### config.mk
export PLATFORM = sky130hd
export DESIGN_NAME = film_lock_ctrl
export DESIGN_NICKNAME = d
export VERILOG_FILES = /design/src/rtl/flc_pkg.sv /design/src/rtl/flc_regs.sv /design/src/rtl/flc_scene_det.sv /design/src/rtl/flc_lock_fsm.sv /design/src/rtl/film_lock_ctrl.sv
export SDC_FILE = /design/constraint.sdc
export NUM_CORES = 1
export LEC_CHECK = 0
export BUFFER_PORTS_ARGS = -buffer_cell sky130_fd_sc_hd__buf_2
export CAP_MARGIN = 10
export CORE_ASPECT_RATIO = 0.8
export CORE_UTILIZATION = 51
export DETAILED_ROUTE_END_ITERATION = 6
export PLACE_DENSITY = 0.88
export SLEW_MARGIN = 20
export SYNTH_ARGS = -nofsm -noshare
export SYNTH_HDL_FRONTEND = slang
export SYNTH_SLANG_ARGS = --single-unit
### constraint.sdc
create_clock -name clk -period 4.2 [get_ports clk]
set_input_delay 0.63 -clock clk [delete_from_list [all_inputs] [get_ports clk]]
set_output_delay 0.63 -clock clk [all_outputs]
set_load 0.02 [all_outputs]
### src/rtl/flc_pkg.sv
package flc_pkg;

   // Word addresses of the threshold registers
   localparam int unsigned ADR_DELAY = 16;
   localparam int unsigned ADR_MINPX = 17;
   localparam int unsigned ADR_SHIFT = 19;

   // Lock state: no lock, locked and settling, reverse telecine active
   typedef enum logic [1:0] {
      LK_IDLE = 2'd0,
      LK_WAIT = 2'd1,
      LK_FILM = 2'd2
   } lock_state_t;

endpackage

### src/rtl/flc_regs.sv
module flc_regs #(
   parameter int unsigned ADDR_W  = 5,
   parameter int unsigned DATA_W  = 32,
   parameter int unsigned DLY_W   = 5,
   parameter int unsigned PIX_W   = 32,
   parameter int unsigned SH_W    = 4,
   parameter int unsigned DLY_RST = 5,
   parameter int unsigned PIX_RST = 256,
   parameter int unsigned SH_RST  = 2
) (
   input  logic              clk,
   input  logic              rst,
   input  logic              we,
   input  logic [ADDR_W-1:0] addr,
   input  logic [DATA_W-1:0] wdata,
   output logic [DLY_W-1:0]  delay,
   output logic [PIX_W-1:0]  min_pix,
   output logic [SH_W-1:0]   shift
);
   import flc_pkg::*;

   localparam logic [ADDR_W-1:0] A_DLY = ADDR_W'(ADR_DELAY);
   localparam logic [ADDR_W-1:0] A_PIX = ADDR_W'(ADR_MINPX);
   localparam logic [ADDR_W-1:0] A_SH  = ADDR_W'(ADR_SHIFT);

   generate
      if (DLY_W > DATA_W || PIX_W > DATA_W || SH_W > DATA_W) begin : g_bad_width
         $error("flc_regs: a field is wider than the write data");
      end
      if (ADDR_W < 5) begin : g_bad_addr
         $error("flc_regs: address too narrow for the register map");
      end
   endgenerate

   logic sel_dly, sel_pix, sel_sh;
   assign sel_dly = we && (addr == A_DLY);
   assign sel_pix = we && (addr == A_PIX);
   assign sel_sh  = we && (addr == A_SH);

   always_ff @(posedge clk) begin
      if (rst) begin
         delay   <= DLY_W'(DLY_RST);
         min_pix <= PIX_W'(PIX_RST);
         shift   <= SH_W'(SH_RST);
      end else begin
         if (sel_dly) delay   <= wdata[DLY_W-1:0];
         if (sel_pix) min_pix <= wdata[PIX_W-1:0];
         if (sel_sh)  shift   <= wdata[SH_W-1:0];
      end
   end

endmodule

### src/rtl/flc_scene_det.sv
module flc_scene_det #(
   parameter int unsigned MOT_W = 24,
   parameter int unsigned SH_W  = 4
) (
   input  logic             clk,
   input  logic             rst,
   input  logic             sample,
   input  logic [MOT_W-1:0] motion,
   input  logic [SH_W-1:0]  shift,
   output logic             hit
);
   // Wide enough that the largest shift of a full-scale value cannot wrap
   localparam int unsigned WIDE_W = MOT_W + (2 ** SH_W) - 1;

   generate
      if (SH_W > 5) begin : g_bad_shift
         $error("flc_scene_det: shift field too wide for a practical comparator");
      end
   endgenerate

   logic [MOT_W-1:0]  prev_mot;
   logic              prev_ok;
   logic [WIDE_W-1:0] prev_wide;
   logic [WIDE_W-1:0] cur_wide;

   always_ff @(posedge clk) begin
      if (rst) begin
         prev_mot <= '0;
         prev_ok  <= 1'b0;
      end else if (sample) begin
         prev_mot <= motion;
         prev_ok  <= 1'b1;
      end
   end

   always_comb begin
      prev_wide = WIDE_W'(prev_mot) << shift;
      cur_wide  = WIDE_W'(motion);
      hit       = prev_ok && (motion != '0) && (cur_wide >= prev_wide);
   end

endmodule

### src/rtl/flc_lock_fsm.sv
module flc_lock_fsm #(
   parameter int unsigned DLY_W = 5
) (
   input  logic             clk,
   input  logic             rst,
   input  logic             step,
   input  logic             qualify,
   input  logic             cut,
   input  logic [DLY_W-1:0] delay,
   output logic             lock,
   output logic             rt_en,
   output logic             cut_q
);
   import flc_pkg::*;

   lock_state_t      st, st_nx;
   logic [DLY_W-1:0] cnt, cnt_nx;

   always_comb begin
      st_nx  = st;
      cnt_nx = cnt;
      if (cut || !qualify) begin
         st_nx  = LK_IDLE;
         cnt_nx = '0;
      end else if (st != LK_FILM) begin
         if (cnt >= delay) begin
            st_nx = LK_FILM;
         end else begin
            st_nx  = LK_WAIT;
            cnt_nx = cnt + 1'b1;
         end
      end
   end

   always_ff @(posedge clk) begin
      if (rst) begin
         st    <= LK_IDLE;
         cnt   <= '0;
         cut_q <= 1'b0;
      end else if (step) begin
         st    <= st_nx;
         cnt   <= cnt_nx;
         cut_q <= cut;
      end
   end

   assign lock  = (st != LK_IDLE);
   assign rt_en = (st == LK_FILM);

endmodule

### src/rtl/film_lock_ctrl.sv
module film_lock_ctrl #(
   parameter int unsigned ADDR_W  = 5,
   parameter int unsigned DATA_W  = 32,
   parameter int unsigned PIX_W   = 32,
   parameter int unsigned MOT_W   = 24,
   parameter int unsigned DLY_W   = 5,
   parameter int unsigned SH_W    = 4,
   parameter int unsigned DLY_RST = 5,
   parameter int unsigned PIX_RST = 256,
   parameter int unsigned SH_RST  = 2
) (
   input  logic              clk,
   input  logic              rst,
   input  logic              cfg_we,
   input  logic [ADDR_W-1:0] cfg_addr,
   input  logic [DATA_W-1:0] cfg_wdata,
   input  logic              field_end,
   input  logic              cadence_det,
   input  logic [PIX_W-1:0]  cad_pixels,
   input  logic [MOT_W-1:0]  field_motion,
   output logic              film_lock,
   output logic              rt_enable,
   output logic              scene_cut
);

   generate
      if (DLY_RST >= (2 ** DLY_W)) begin : g_bad_dly_rst
         $error("film_lock_ctrl: delay reset value does not fit");
      end
      if (SH_RST >= (2 ** SH_W)) begin : g_bad_sh_rst
         $error("film_lock_ctrl: shift reset value does not fit");
      end
   endgenerate

   logic [DLY_W-1:0] r_delay;
   logic [PIX_W-1:0] r_min_pix;
   logic [SH_W-1:0]  r_shift;
   logic             qual, cut_hit;

   flc_regs #(
      .ADDR_W(ADDR_W), .DATA_W(DATA_W), .DLY_W(DLY_W), .PIX_W(PIX_W),
      .SH_W(SH_W), .DLY_RST(DLY_RST), .PIX_RST(PIX_RST), .SH_RST(SH_RST)
   ) u_regs (
      .clk(clk), .rst(rst), .we(cfg_we), .addr(cfg_addr), .wdata(cfg_wdata),
      .delay(r_delay), .min_pix(r_min_pix), .shift(r_shift)
   );

   flc_scene_det #(.MOT_W(MOT_W), .SH_W(SH_W)) u_scene (
      .clk(clk), .rst(rst), .sample(field_end), .motion(field_motion),
      .shift(r_shift), .hit(cut_hit)
   );

   assign qual = cadence_det && (cad_pixels >= r_min_pix);

   flc_lock_fsm #(.DLY_W(DLY_W)) u_fsm (
      .clk(clk), .rst(rst), .step(field_end), .qualify(qual), .cut(cut_hit),
      .delay(r_delay), .lock(film_lock), .rt_en(rt_enable), .cut_q(scene_cut)
   );

endmodule

After elaboration in Yosys (flattened, before gate mapping)
Cells that the tools add are included.
{"block": "classes", "n_addsub": 1, "order_cmp": 3, "n_eq_ne": 6, "shifts": 1, "n_mux": 6, "n_reduce_logical": 13}
{"op": "24-bit by 39-bit >= comparator with 1-bit output", "count": 1}
{"op": "24-bit by 4-bit << shifter with 39-bit output", "count": 1}
{"op": "32-bit >= comparator", "count": 1}
{"op": "24-bit nonzero test", "count": 1}
{"op": "5-bit equality test, second input constant", "count": 3}
{"op": "5-bit 2-to-1 mux", "count": 3}
{"op": "1-bit logical AND", "count": 6}
{"op": "2-bit 2-to-1 mux", "count": 3}
{"op": "5-bit by 1-bit adder with 5-bit output, second input constant", "count": 1}
{"op": "5-bit >= comparator", "count": 1}
{"op": "2-bit nonzero test", "count": 2}
{"op": "3-bit AND reduction", "count": 1}
{"op": "2-bit equality test, second input constant", "count": 1}
{"op": "2-bit by 1-bit != test with 1-bit output, second input constant", "count": 1}
{"op": "2-bit != test, second input constant", "count": 1}
{"op": "2-bit AND reduction", "count": 1}
{"op": "1-bit logical NOT", "count": 1}
{"op": "1-bit logical OR", "count": 1}
{"block": "totals", "ff_bits": 74, "in_bits": 98, "elab_cells": 38}

Logic depth before layout (Yosys ltp)
Gate-level depths: netlist (run 1).
{"block": "depth", "word_depth": 6, "ltp_mapped": 20, "ltp_nobuf": 17}

Modules after synthesis
From an unflattened synthesis (run 1), not the netlist that was laid out.
{"block": "unflattened", "cells_unflattened": 656, "hier_area_um2": 5806.8}
{"module": "flc_scene_det", "instances": 1, "cells_per_inst": 301, "area_per_inst_um2": 2597.5, "seq_area_each_um2": 500.5}
{"module": "flc_regs", "instances": 1, "cells_per_inst": 181, "area_per_inst_um2": 1859.3, "seq_area_each_um2": 820.8}
{"module": "film_lock_ctrl", "instances": 1, "cells_per_inst": 110, "area_per_inst_um2": 820.8, "seq_area_each_um2": 0.0}
{"module": "flc_lock_fsm", "instances": 1, "cells_per_inst": 64, "area_per_inst_um2": 529.3, "seq_area_each_um2": 160.2}

Least setup slack after synthesis (run 1)
Ideal clock, no wire load.
{"block": "synth_timing", "kind": "register to register", "start": "register u_regs.shift[1]", "end": "register u_fsm.cnt[0]", "setup_time_ps": 74, "arrival_time_ps": 3825, "t_required_ps": 4126, "path_slack_ps": 301, "path_stages_with_launch": 20, "path_cell_list": "dfxtp_1 buf_6 buf_2 buf_1 buf_2 mux2i_1 nand2_1 a21oi_1 a21oi_1 o21ai_0 ha_1 a21o_1 a211o_1 a221oi_1 a21oi_1 o311ai_1 o211a_1 buf_6 nand3_1 a31oi_1"}
{"block": "synth_between", "elab_chain_cells": 6}
{"item": "start, declared", "line_no": "flc_regs.sv:18", "source": "output logic [SH_W-1:0] shift"}
{"item": "start signal, assigned", "line_no": "flc_regs.sv:44", "source": "shift <= SH_W'(SH_RST);"}
{"item": "start signal, assigned", "line_no": "flc_regs.sv:48", "source": "if (sel_sh) shift <= wdata[SH_W-1:0];"}
{"item": "24-bit by 4-bit << shifter with 39-bit output *", "line_no": "flc_scene_det.sv:37", "source": "prev_wide = WIDE_W'(prev_mot) << shift;"}
{"item": "24-bit by 39-bit >= comparator with 1-bit output *", "line_no": "flc_scene_det.sv:39", "source": "hit = prev_ok && (motion != '0) && (cur_wide >= prev_wide);"}
{"item": "1-bit logical AND *", "line_no": "flc_scene_det.sv:39"}
{"item": "1-bit logical OR *", "line_no": "flc_lock_fsm.sv:22", "source": "if (cut || !qualify) begin"}
{"item": "2-bit by 1-bit != test with 1-bit output (no line) or 2-bit nonzero test (tied branches)"}
{"item": "3-bit AND reduction (no line)"}
{"item": "end signal, assigned", "line_no": "flc_lock_fsm.sv:42", "source": "cnt <= cnt_nx;"}
{"item": "end, declared", "line_no": "flc_lock_fsm.sv:17", "source": "logic [DLY_W-1:0] cnt, cnt_nx;"}
Mark *: on every way between the ends. The rest lies on a longest branch, timed or not.
A chain may end at the register's enable or synchronous reset.

Final worst setup path (run 1)
{"block": "layout_timing", "start": "register u_regs.shift[1]", "end": "register u_fsm.st[0]"}
{"block": "layout_between", "elab_chain_cells": 6}
{"item": "24-bit by 4-bit << shifter with 39-bit output *", "line_no": "flc_scene_det.sv:37"}
{"item": "24-bit by 39-bit >= comparator with 1-bit output *", "line_no": "flc_scene_det.sv:39"}
{"item": "1-bit logical AND *", "line_no": "flc_scene_det.sv:39"}
{"item": "1-bit logical OR *", "line_no": "flc_lock_fsm.sv:22"}
{"item": "2-bit nonzero test (no line)"}
{"item": "2-bit AND reduction (no line)"}
{"item": "end signal, assigned", "line_no": "flc_lock_fsm.sv:41", "source": "st <= st_nx;"}
{"item": "end, declared", "line_no": "flc_lock_fsm.sv:16", "source": "lock_state_t st, st_nx;"}
Marks and branches as above.

==> impl_metrics.yaml, run 1 <==
synthesis:
  yosysWarnings: 0
  avgSynthCellArea_sq_um: 7.754
  yosysSeqAreaShare_pct: 27.26
  yosys-top-cells-count: "119 x nand2_1, 74 x dfxtp_1, 70 x a21oi_1, 67 x nor2_1, 62 x ha_1"
  synth_area_sq_um: 5435
  yosysMostFrequentCell: "nand2_1"
  synth_cells: 701
  yosysUniqueCellTypes: 51
  ys_top_cells_by_area: "dfxtp_1 27%, ha_1 14%, mux2i_1 9.8%, nand2_1 8.2%, a21oi_1 6.4%"
  synth.largest_area_cell: "dfxtp_1"
  synth_fp_nets: 861
  yosysTopAreaCellShare_pct: 27.26
  ys_ff_latch: 74
  async_flop_share_pct: 0
  synth_edf_count: 0
  ys.flop_type: "dfxtp_1"
placement:
  dpl_cell_area_sq_um: 6062
  dp_hpwl_mm: 11.00
  place_congestion: 0.9627
  io_buffers: 100
critical_path:
  path_cells: "buf_4, mux2i_1, a21oi_1, mux2i_1, nand2_1, o21ai_0, ha_1, a21o_1, a211o_1, a221oi_1, a21oi_1, o311ai_1, o211a_2, o211ai_1, a211oi_1"
  slowest_delay_ps: 400
  crit_fanout: 20
  cp.buffers_inverters: 1
  crit_slowest_cell: "o211a_2"
  cp.arrival_ps: 4170
  cp.required_ps: 4440
  critical_path.top_delay_family: "compound AO/OA/AOI/OAI gates"
  worstSetupPathType: "reg -> reg"
  end_kind: "register"
  critPathLaunchType: "register"
global_routing:
  grt_max_degree: 58
  overflow: 0
  track_usage_pct: 26.53
  grt_pass1_wl_mm: 23.67
  grt_pass1_vias: 4811
  antenna_found_initial: 0
detailed_routing:
  firstDrtPassIters: 5
  drt-total-wl_mm: 14.56
  avgRoutedWirePerCell_um: 15.59
  via_count: 5349
  drt_iter0_drc: 359
  via_per_inst: 5.727
  drc: 0
  ant_nets: 0
timing:
  tightest_slew_ps: 1094
  fmax_mhz: 254.9
  min_period_ps: 3924
  setup_viol: 0
  fin_setup_tns_ps: 0
  rsz0062_at_grt: "false"
  skew_ps: 5.854
  fin_crit_sh_pct: 93.42
  slew_headroom_pct: 27.06
  finalHoldViolations: 0
  finalMaxSlewViolations: 0
worst_hold_path:
  worstHoldPathType: "reg -> reg"
finish:
  finalNetCount: 949
  drive_above_1_share_pct: 19.90
  fin_util_pct: 61.95
  n_antenna_cell: 0
  syn2layout_area_growth_pct: 17.66
  final_area_sq_um: 6395
clock_tree:
  tritoncts: "yes"
  cts_inserted_buffers: 9
  clock_path_buffers: 2
  cts_hold_buf: 0
  post_cts_buffers: 0
  worstSkewPairLatency_ps: 340
  clk_pin_slew_ps: 70
  cts.repair.resized: 0
  htreeDepth: 3
  clockRootBuffer: "clkbuf_16"
  cts.sinks: 74
die:
  core_sq_um: 10320
  start_util_pct: 52.65
  die-area_sq_um: 11080
  dieWidth_um: 117.4
  num_io_pins: 101
  dieHeight_um: 94.34
  num_rows: 33
power:
  irDropWorstVdd_v: 0.0002089
  power.density_nw_per_um2: 300.5
  switching_share_pct: 27.40
  internal_power_uw: 1395
  clkPwrFrac_pct: 45.3
  p_leak_uw: 0.002804
  finalPower_uw: 1922
  comb_power_share_pct: 15.8
  p_sw_uw: 526.6
  p_seq_share_pct: 38.9
run_status:
  status: "finished, final reports clean"
run:
  drv_cap: 0
## cell type report
type,instances,area (sq um)
inverters,51,191.4
clock inverters,7,107.6
well taps,140,175.2
fillers,915,3928
repair buffers,114,605.6
clock buffers,9,225.2
multi-input cells,539,3608
flip-flops and latches,74,1481
## per-stage QoR
stage / cells / hold slack, ps / setup WS, ps
after floorplan: 701 / 434.1 / 301.0
after global placement: 918 / 442.1 / 472.9
after detailed placement: 918 / 446.5 / 341.2
after CTS: 934 / 455.5 / 336.2
after global routing: 934 / 476.4 / 20.93
final: 934 / 452.0 / 276.2
## power groups by stage
| stage | sequential [uW] | combinational (uW) | clock, uW |
|---|---|---|---|
| CTS | 745 | 300 | 884 |
| detailed placement | 760 | 298 | 0 |
| finish | 747 | 304 | 871 |
| global placement | 760 | 293 | 0 |
| global route | 748 | 342 | 914 |
| floorplan | 751 | 195 | 0 |
## registers in the layout, indices dropped and copies added, names as in the netlist
name	count
u_regs.delay	5
u_regs.shift	4
u_fsm.cut_q	1
u_fsm.cnt	5
u_scene.prev_mot	24
u_scene.prev_ok	1
u_regs.min_pix	32
u_fsm.st	2
## routing by layer
| layer | GRT usage [%] | wire [um] | vias up | part of all wire [%] |
|---|---|---|---|---|
| met1 | 36.46 | 6793 | 2483 | 47 |
| met4 | 7.143 | 187 | 0 | 1.3 |
| met5 | 0 | 0 | - | 0 |
| li1 | - | - | 2657 | - |
| met2 | 42.55 | 6612 | 188 | 45 |
| met3 | 5.133 | 970 | 21 | 6.7 |
## cell families (layout without fill, tap and decap cells)
family / count (synthesis) / after routing / synth area share (%)
DFF: 74 / 74 / 27.26
and+or+nand+nor: 256 / 256 / 20.74
adders and majority gates: 62 / 62 / 14.27
muxes: 67 / 67 / 13.90
buffers and inverters: 88 / 181 / 6.399
AOI/OAI and AO/OA: 154 / 154 / 17.43
## cell usage in the layout (no fill, tap or decap), types with 13 or more instances in the layout
cell     synthesis  routed
a21oi_1         70      70
nor2_1          67      66
inv_1           50      50
dfxtp_1         74      74
nand2_1        119     119
buf_2            2     100
buf_4            0      14
a31oi_1         13      13
nand3_1         16      16
ha_1            62      62
mux2i_1         53      53
o21ai_0         24      24
## worst reg2reg max path, cell delays in order, from the launching register on
cell and delay (ps):
dfxtp_1 360, buf_4 290, mux2i_1 370, a21oi_1 150, mux2i_1 190, nand2_1 90, o21ai_0 110, ha_1 280
a21o_1 160, a211o_1 290, a221oi_1 210, a21oi_1 150, o311ai_1 380, o211a_2 400, o211ai_1 150, a211oi_1 240
## final timing paths
check	start	end	slack (ps)	depth (start not counted)
min reg2reg	u_regs.min_pix[27]	u_regs.min_pix[27]	450	2
max	u_regs.shift[1]	u_fsm.st[0]	280	15
max reg2reg	u_regs.shift[1]	u_fsm.st[0]	280	15
min	u_regs.min_pix[27]	u_regs.min_pix[27]	450	2
No activity file was read; power rests on OpenSTA's default activity.
==> run 2: changes to the inputs <==
GPL_TIMING_DRIVEN = 0   (was default)
==> impl_metrics.yaml, run 2 (same netlist as run 1, synthesis figures left out) <==
timing:
  tightest_slew_ps: 802.2
  fin_crit_sh_pct: 96.64
  fin_ws_ps: 141.1
  skew_ps: 10.18
  setup_viol: 0
  slew_headroom_pct: 46.52
  fmax_mhz: 246.4
  finalHoldViolations: 0
  rsz0062_at_grt: "false"
  finalMaxSlewViolations: 0
  min_period_ps: 4059
critical_path:
  cp.arrival_ps: 4320
  cp.required_ps: 4460
  critPathLaunchType: "register"
  worstSetupPathType: "reg -> reg"
  crit_fanout: 19
  reg2reg_depth: 18
  crit_slowest_cell: "dfxtp_1"
  end_kind: "register"
  r2r_slack_ps: 140
  path_cells: "buf_8, buf_4, mux2_2, o21ai_0, nor2_1, a31oi_1, nor2_1, a21oi_1, ha_1, nand3_1, nor2_1, a221oi_1, a21oi_1, o311ai_2, o211a_1, buf_6, nand3_1, a21oi_1"
  slowest_delay_ps: 410
  r2r-start: "u_regs.shift[1]"
  r2r_end: "u_fsm.st[1]"
global_routing:
  overflow: 0
  grt_pass1_wl_mm: 24.46
  antenna_found_initial: 0
  grt_pass1_vias: 4875
  track_usage_pct: 27.77
  grt_max_degree: 20
power:
  irDropWorstVdd_v: 0.0002457
  comb_power_share_pct: 16.8
  clkPwrFrac_pct: 43.2
  internal_power_uw: 1337
  p_sw_uw: 531.5
  switching_share_pct: 28.45
  finalPower_uw: 1868
  p_leak_uw: 0.002789
  power.density_nw_per_um2: 290.3
  p_seq_share_pct: 40.0
clock_tree:
  cts_inserted_buffers: 9
  tritoncts: "yes"
  worstSkewPairLatency_ps: 340
  clock_path_buffers: 2
  cts.sinks: 74
  clk_pin_slew_ps: 60
  clockRootBuffer: "clkbuf_16"
  htreeDepth: 3
die:
  dieWidth_um: 117.4
  num_io_pins: 101
  start_util_pct: 52.65
  dieHeight_um: 94.34
  core_sq_um: 10320
  num_rows: 33
  die-area_sq_um: 11080
placement:
  io_buffers: 98
  place_inst: 939
  dp_hpwl_mm: 11.91
  dp_slack_ps: -524.0
  dpl_cell_area_sq_um: 6101
  place_congestion: 0.9768
finish:
  layout_commonest_cell: "nand2_1"
  layout_common_cells: "119 x nand2_1, 98 x buf_2, 74 x dfxtp_1"
  drive_above_1_share_pct: 18.33
  nFillCells: 918
  finalNetCount: 968
  fin_util_pct: 62.34
  largest_registers: "u_regs.min_pix x32, u_scene.prev_mot x24"
  n_antenna_cell: 0
  final_cells: 953
  largest_reg_flops: 32
  top_register: "u_regs.min_pix"
  final_area_sq_um: 6435
  syn2layout_area_growth_pct: 18.39
worst_hold_path:
  hold_end: "u_regs.min_pix[29]"
  min_from: "u_regs.min_pix[29]"
  whs_path_depth: 2
  worstHoldPathType: "reg -> reg"
run_status:
  failed_checks: "design-rule violations"
  status: "finished with violations"
detailed_routing:
  via_per_inst: 5.784
  drt_iter0_drc: 475
  avgRoutedWirePerCell_um: 16.20
  drt-total-wl_mm: 15.44
  drc: 1
  via_count: 5512
  ant_nets: 0
  firstDrtPassIters: 7
run:
  drv_cap: 0
==> run 2: final cells by class <==
cell class / instances / area [sq um] / area share [%]
timing repair buffer: 99 / 498.0 / 7.739
sequential: 74 / 1481 / 23.02
tap: 140 / 175.2 / 2.722
inverter: 51 / 191.4 / 2.975
buffer: 34 / 162.7 / 2.528
clock buffer: 9 / 225.2 / 3.500
clock inverter: 7 / 83.83 / 1.303
multi-input combinational: 539 / 3617 / 56.21
==> run 2: stage by stage <==
stage | TNS, ps | hold WS (ps)
2_1_floorplan | 0 | 434.1
3_3_place_gp | -3058 | 442.4
3_5_place_dp | -3638 | 447.2
4_1_cts | 0 | 456.5
5_1_grt | 0 | 471.4
6_report | 0 | 453.7
==> run 2: worst max-delay path by stage <==
| stage | start | end | slack [ps] | depth (start not counted) |
|---|---|---|---|---|
| after floorplan | u_regs.shift[1] | u_fsm.cnt[0] | 300 | 19 |
| after global placement | u_regs.shift[1] | u_fsm.cnt[1] | -450 | 19 |
| after detailed placement | u_regs.shift[1] | u_fsm.cnt[1] | -520 | 19 |
| after CTS | u_regs.shift[0] | u_fsm.st[1] | 90 | 17 |
| after global routing | u_regs.shift[1] | u_fsm.cnt[0] | 4 | 18 |
| final | u_regs.shift[1] | u_fsm.st[1] | 140 | 18 |
==> run 2: critical path: cells and delay by family, from the launching register on <==
kind                       cells  cell delay, ps
adders and majority gates      1             280
AOI/OAI and AO/OA              8            1940
and+or+nand+nor                5             400
muxes                          1             350
DFF                            1             410
buffers and inverters          3             590
==> run 2: layer usage <==
| metal | GRT usage [%] | share of wire, % |
|---|---|---|
| met5 | 0 | 0 |
| met4 | 7.900 | 1.5 |
| met2 | 43.20 | 44 |
| met3 | 4.408 | 9.0 |
| met1 | 39.67 | 46 |
==> run 2: what timing repair did <==
action	in CTS	in global routing
pin swaps	0	2
buffers inserted	0	1
hold buffers	0	0
cloned	0	0
setup endpoints to repair	8	7
gates resized for setup	5	7
==> run 2: power by group through the flow <==
stage,Sequential [uW],Combinational [uW],Clock [uW]
6_report,747,313,808
5_1_grt,748,349,846
4_1_cts,745,307,816
3_5_place_dp,761,303,0
3_3_place_gp,760,296,0
2_1_floorplan,751,195,0
==> run 3: changes to the inputs <==
CORE_UTILIZATION = 30   (was 51)
PLACE_DENSITY = 0.52   (was 0.88)
==> impl_metrics.yaml, run 3 (same netlist as run 1, synthesis figures left out) <==
critical_path:
  path_cells: "buf_4, mux4_2, a21oi_1, mux2_2, ha_1, a211oi_1, nor2_1, a221oi_1, a21oi_1, o311ai_2, o211a_1, o211ai_1, a211oi_1"
  critical_path.top_delay_family: "compound AO/OA/AOI/OAI gates"
  end_kind: "register"
  crit_fanout: 10
  r2r_slack_ps: 350
  cp.buffers_inverters: 1
  critPathLaunchType: "register"
  cp.required_ps: 4450
  worstSetupPathType: "reg -> reg"
  slowest_delay_ps: 550
  crit_slowest_cell: "mux4_2"
  cp.arrival_ps: 4100
finish:
  layout_commonest_cell: "nand2_1"
  largest_reg_flops: 32
  top_register: "u_regs.min_pix"
  finalNetCount: 966
  n_antenna_cell: 0
  syn2layout_area_growth_pct: 20.44
  layout_common_cells: "119 x nand2_1, 99 x buf_2, 72 x dfxtp_1"
  drive_above_1_share_pct: 19.11
  largest_registers: "u_regs.min_pix x32, u_scene.prev_mot x24"
  fin_util_pct: 37.32
  nFillCells: 1885
global_routing:
  grt_pass1_vias: 5079
  grt_pass1_wl_mm: 26.50
  grt_max_degree: 20
  antenna_found_initial: 0
  track_usage_pct: 18.11
  overflow: 0
clock_tree:
  clockRootBuffer: "clkbuf_16"
  worstSkewPairLatency_ps: 350
  clock_path_buffers: 2
  clk_pin_slew_ps: 70
  cts.sinks: 74
  cts_inserted_buffers: 9
  post_cts_buffers: 0
  tritoncts: "yes"
  htreeDepth: 3
timing:
  setup_viol: 0
  fin_crit_sh_pct: 91.76
  fmax_mhz: 259.5
  finalMaxSlewViolations: 0
  rsz0062_at_grt: "false"
  finalHoldViolations: 0
  min_period_ps: 3854
  skew_ps: 12.28
  tightest_slew_ps: 763.4
  slew_headroom_pct: 49.11
run_status:
  failed_checks: "design-rule violations"
  status: "finished with violations"
die:
  dieWidth_um: 152.5
  die-area_sq_um: 18660
  num_io_pins: 101
  dieHeight_um: 122.4
  num_rows: 43
  start_util_pct: 30.99
  core_sq_um: 17540
detailed_routing:
  drt-total-wl_mm: 16.20
  drt_iter0_drc: 362
  avgRoutedWirePerCell_um: 15.64
  via_count: 5200
  drc: 4
  firstDrtPassIters: 7
  ant_nets: 0
  via_per_inst: 5.019
placement:
  dp_hpwl_mm: 13.06
  place_congestion: 0.8830
  io_buffers: 98
run:
  drv_cap: 0
power:
  power.density_nw_per_um2: 284.4
  finalPower_uw: 1862
  irDropWorstVdd_v: 0.0002103
  p_leak_uw: 0.002797
worst_hold_path:
  worstHoldPathType: "reg -> reg"
## run 3: cell count changes in the layout (fill, tap and decap cells not counted), moves of 2 or more
cell / change
inv_6: +2
dfxtp_1: -2
clkbuf_1: -3
clkbuf_2: +3
dfxtp_2: +2
## run 3: per-stage QoR
step	hold WS, ps	TNS, ps	std cells	setup slack (ps)	area [sq um]
floorplan	434.1	0	701	301.0	5435
global placement	444.1	-5300	1024	-739.6	6207
detailed placement	447.5	-4957	1024	-682.4	6207
CTS	455.4	0	1039	60.64	6524
global route	476.2	0	1036	78.26	6546
finish	453.5	0	1036	346.3	6546
## run 3: per-layer routing
metal	routed length, um	track usage, %
met5	0	0
met4	173	5.745
met2	6783	28.17
met1	8225	25.35
met3	1017	3.319
## run 3: path summary, 6_finish.rpt
| path | depth (start not counted) | endpoint | from |
|---|---|---|---|
| hold / removal | 2 | u_regs.min_pix[12] | u_regs.min_pix[12] |
| setup / recovery | 13 | u_fsm.st[0] | u_regs.shift[0] |
| hold reg to reg | 2 | u_regs.min_pix[12] | u_regs.min_pix[12] |
| setup reg to reg | 13 | u_fsm.st[0] | u_regs.shift[0] |
## run 3: cell type report
type	instances	area (sq um)	share of cell area (%)
clock inverter	7	81.33	1.242
buffer	33	165.2	2.523
timing repair buffer	98	490.5	7.492
multi-input combinational	539	3623	55.35
inverter	51	195.2	2.982
tap	225	281.5	4.300
clock buffer	9	225.2	3.440
sequential	74	1484	22.67
## run 3: power by group
part	total, uW	switching, uW	internal, uW	leakage [uW]
logic	311	167	143	0.00205
clock network	804	334	470	0.000148
registers	747	25.5	721	0.000602
total	1860	527	1330	0.00280
## run 3: what timing repair did
item                                    CTS  global route
pin swaps                                 0             2
hold buffers                              0             0
resized for setup                         5            21
endpoints found under the setup margin    8             7
## run 3: worst min-delay path: cells and delay by family (launching register included)
| family | cells | cell delay (ps) |
|---|---|---|
| flops | 1 | 310 |
| simple gates | 1 | 50 |
| compound gates | 1 | 50 |
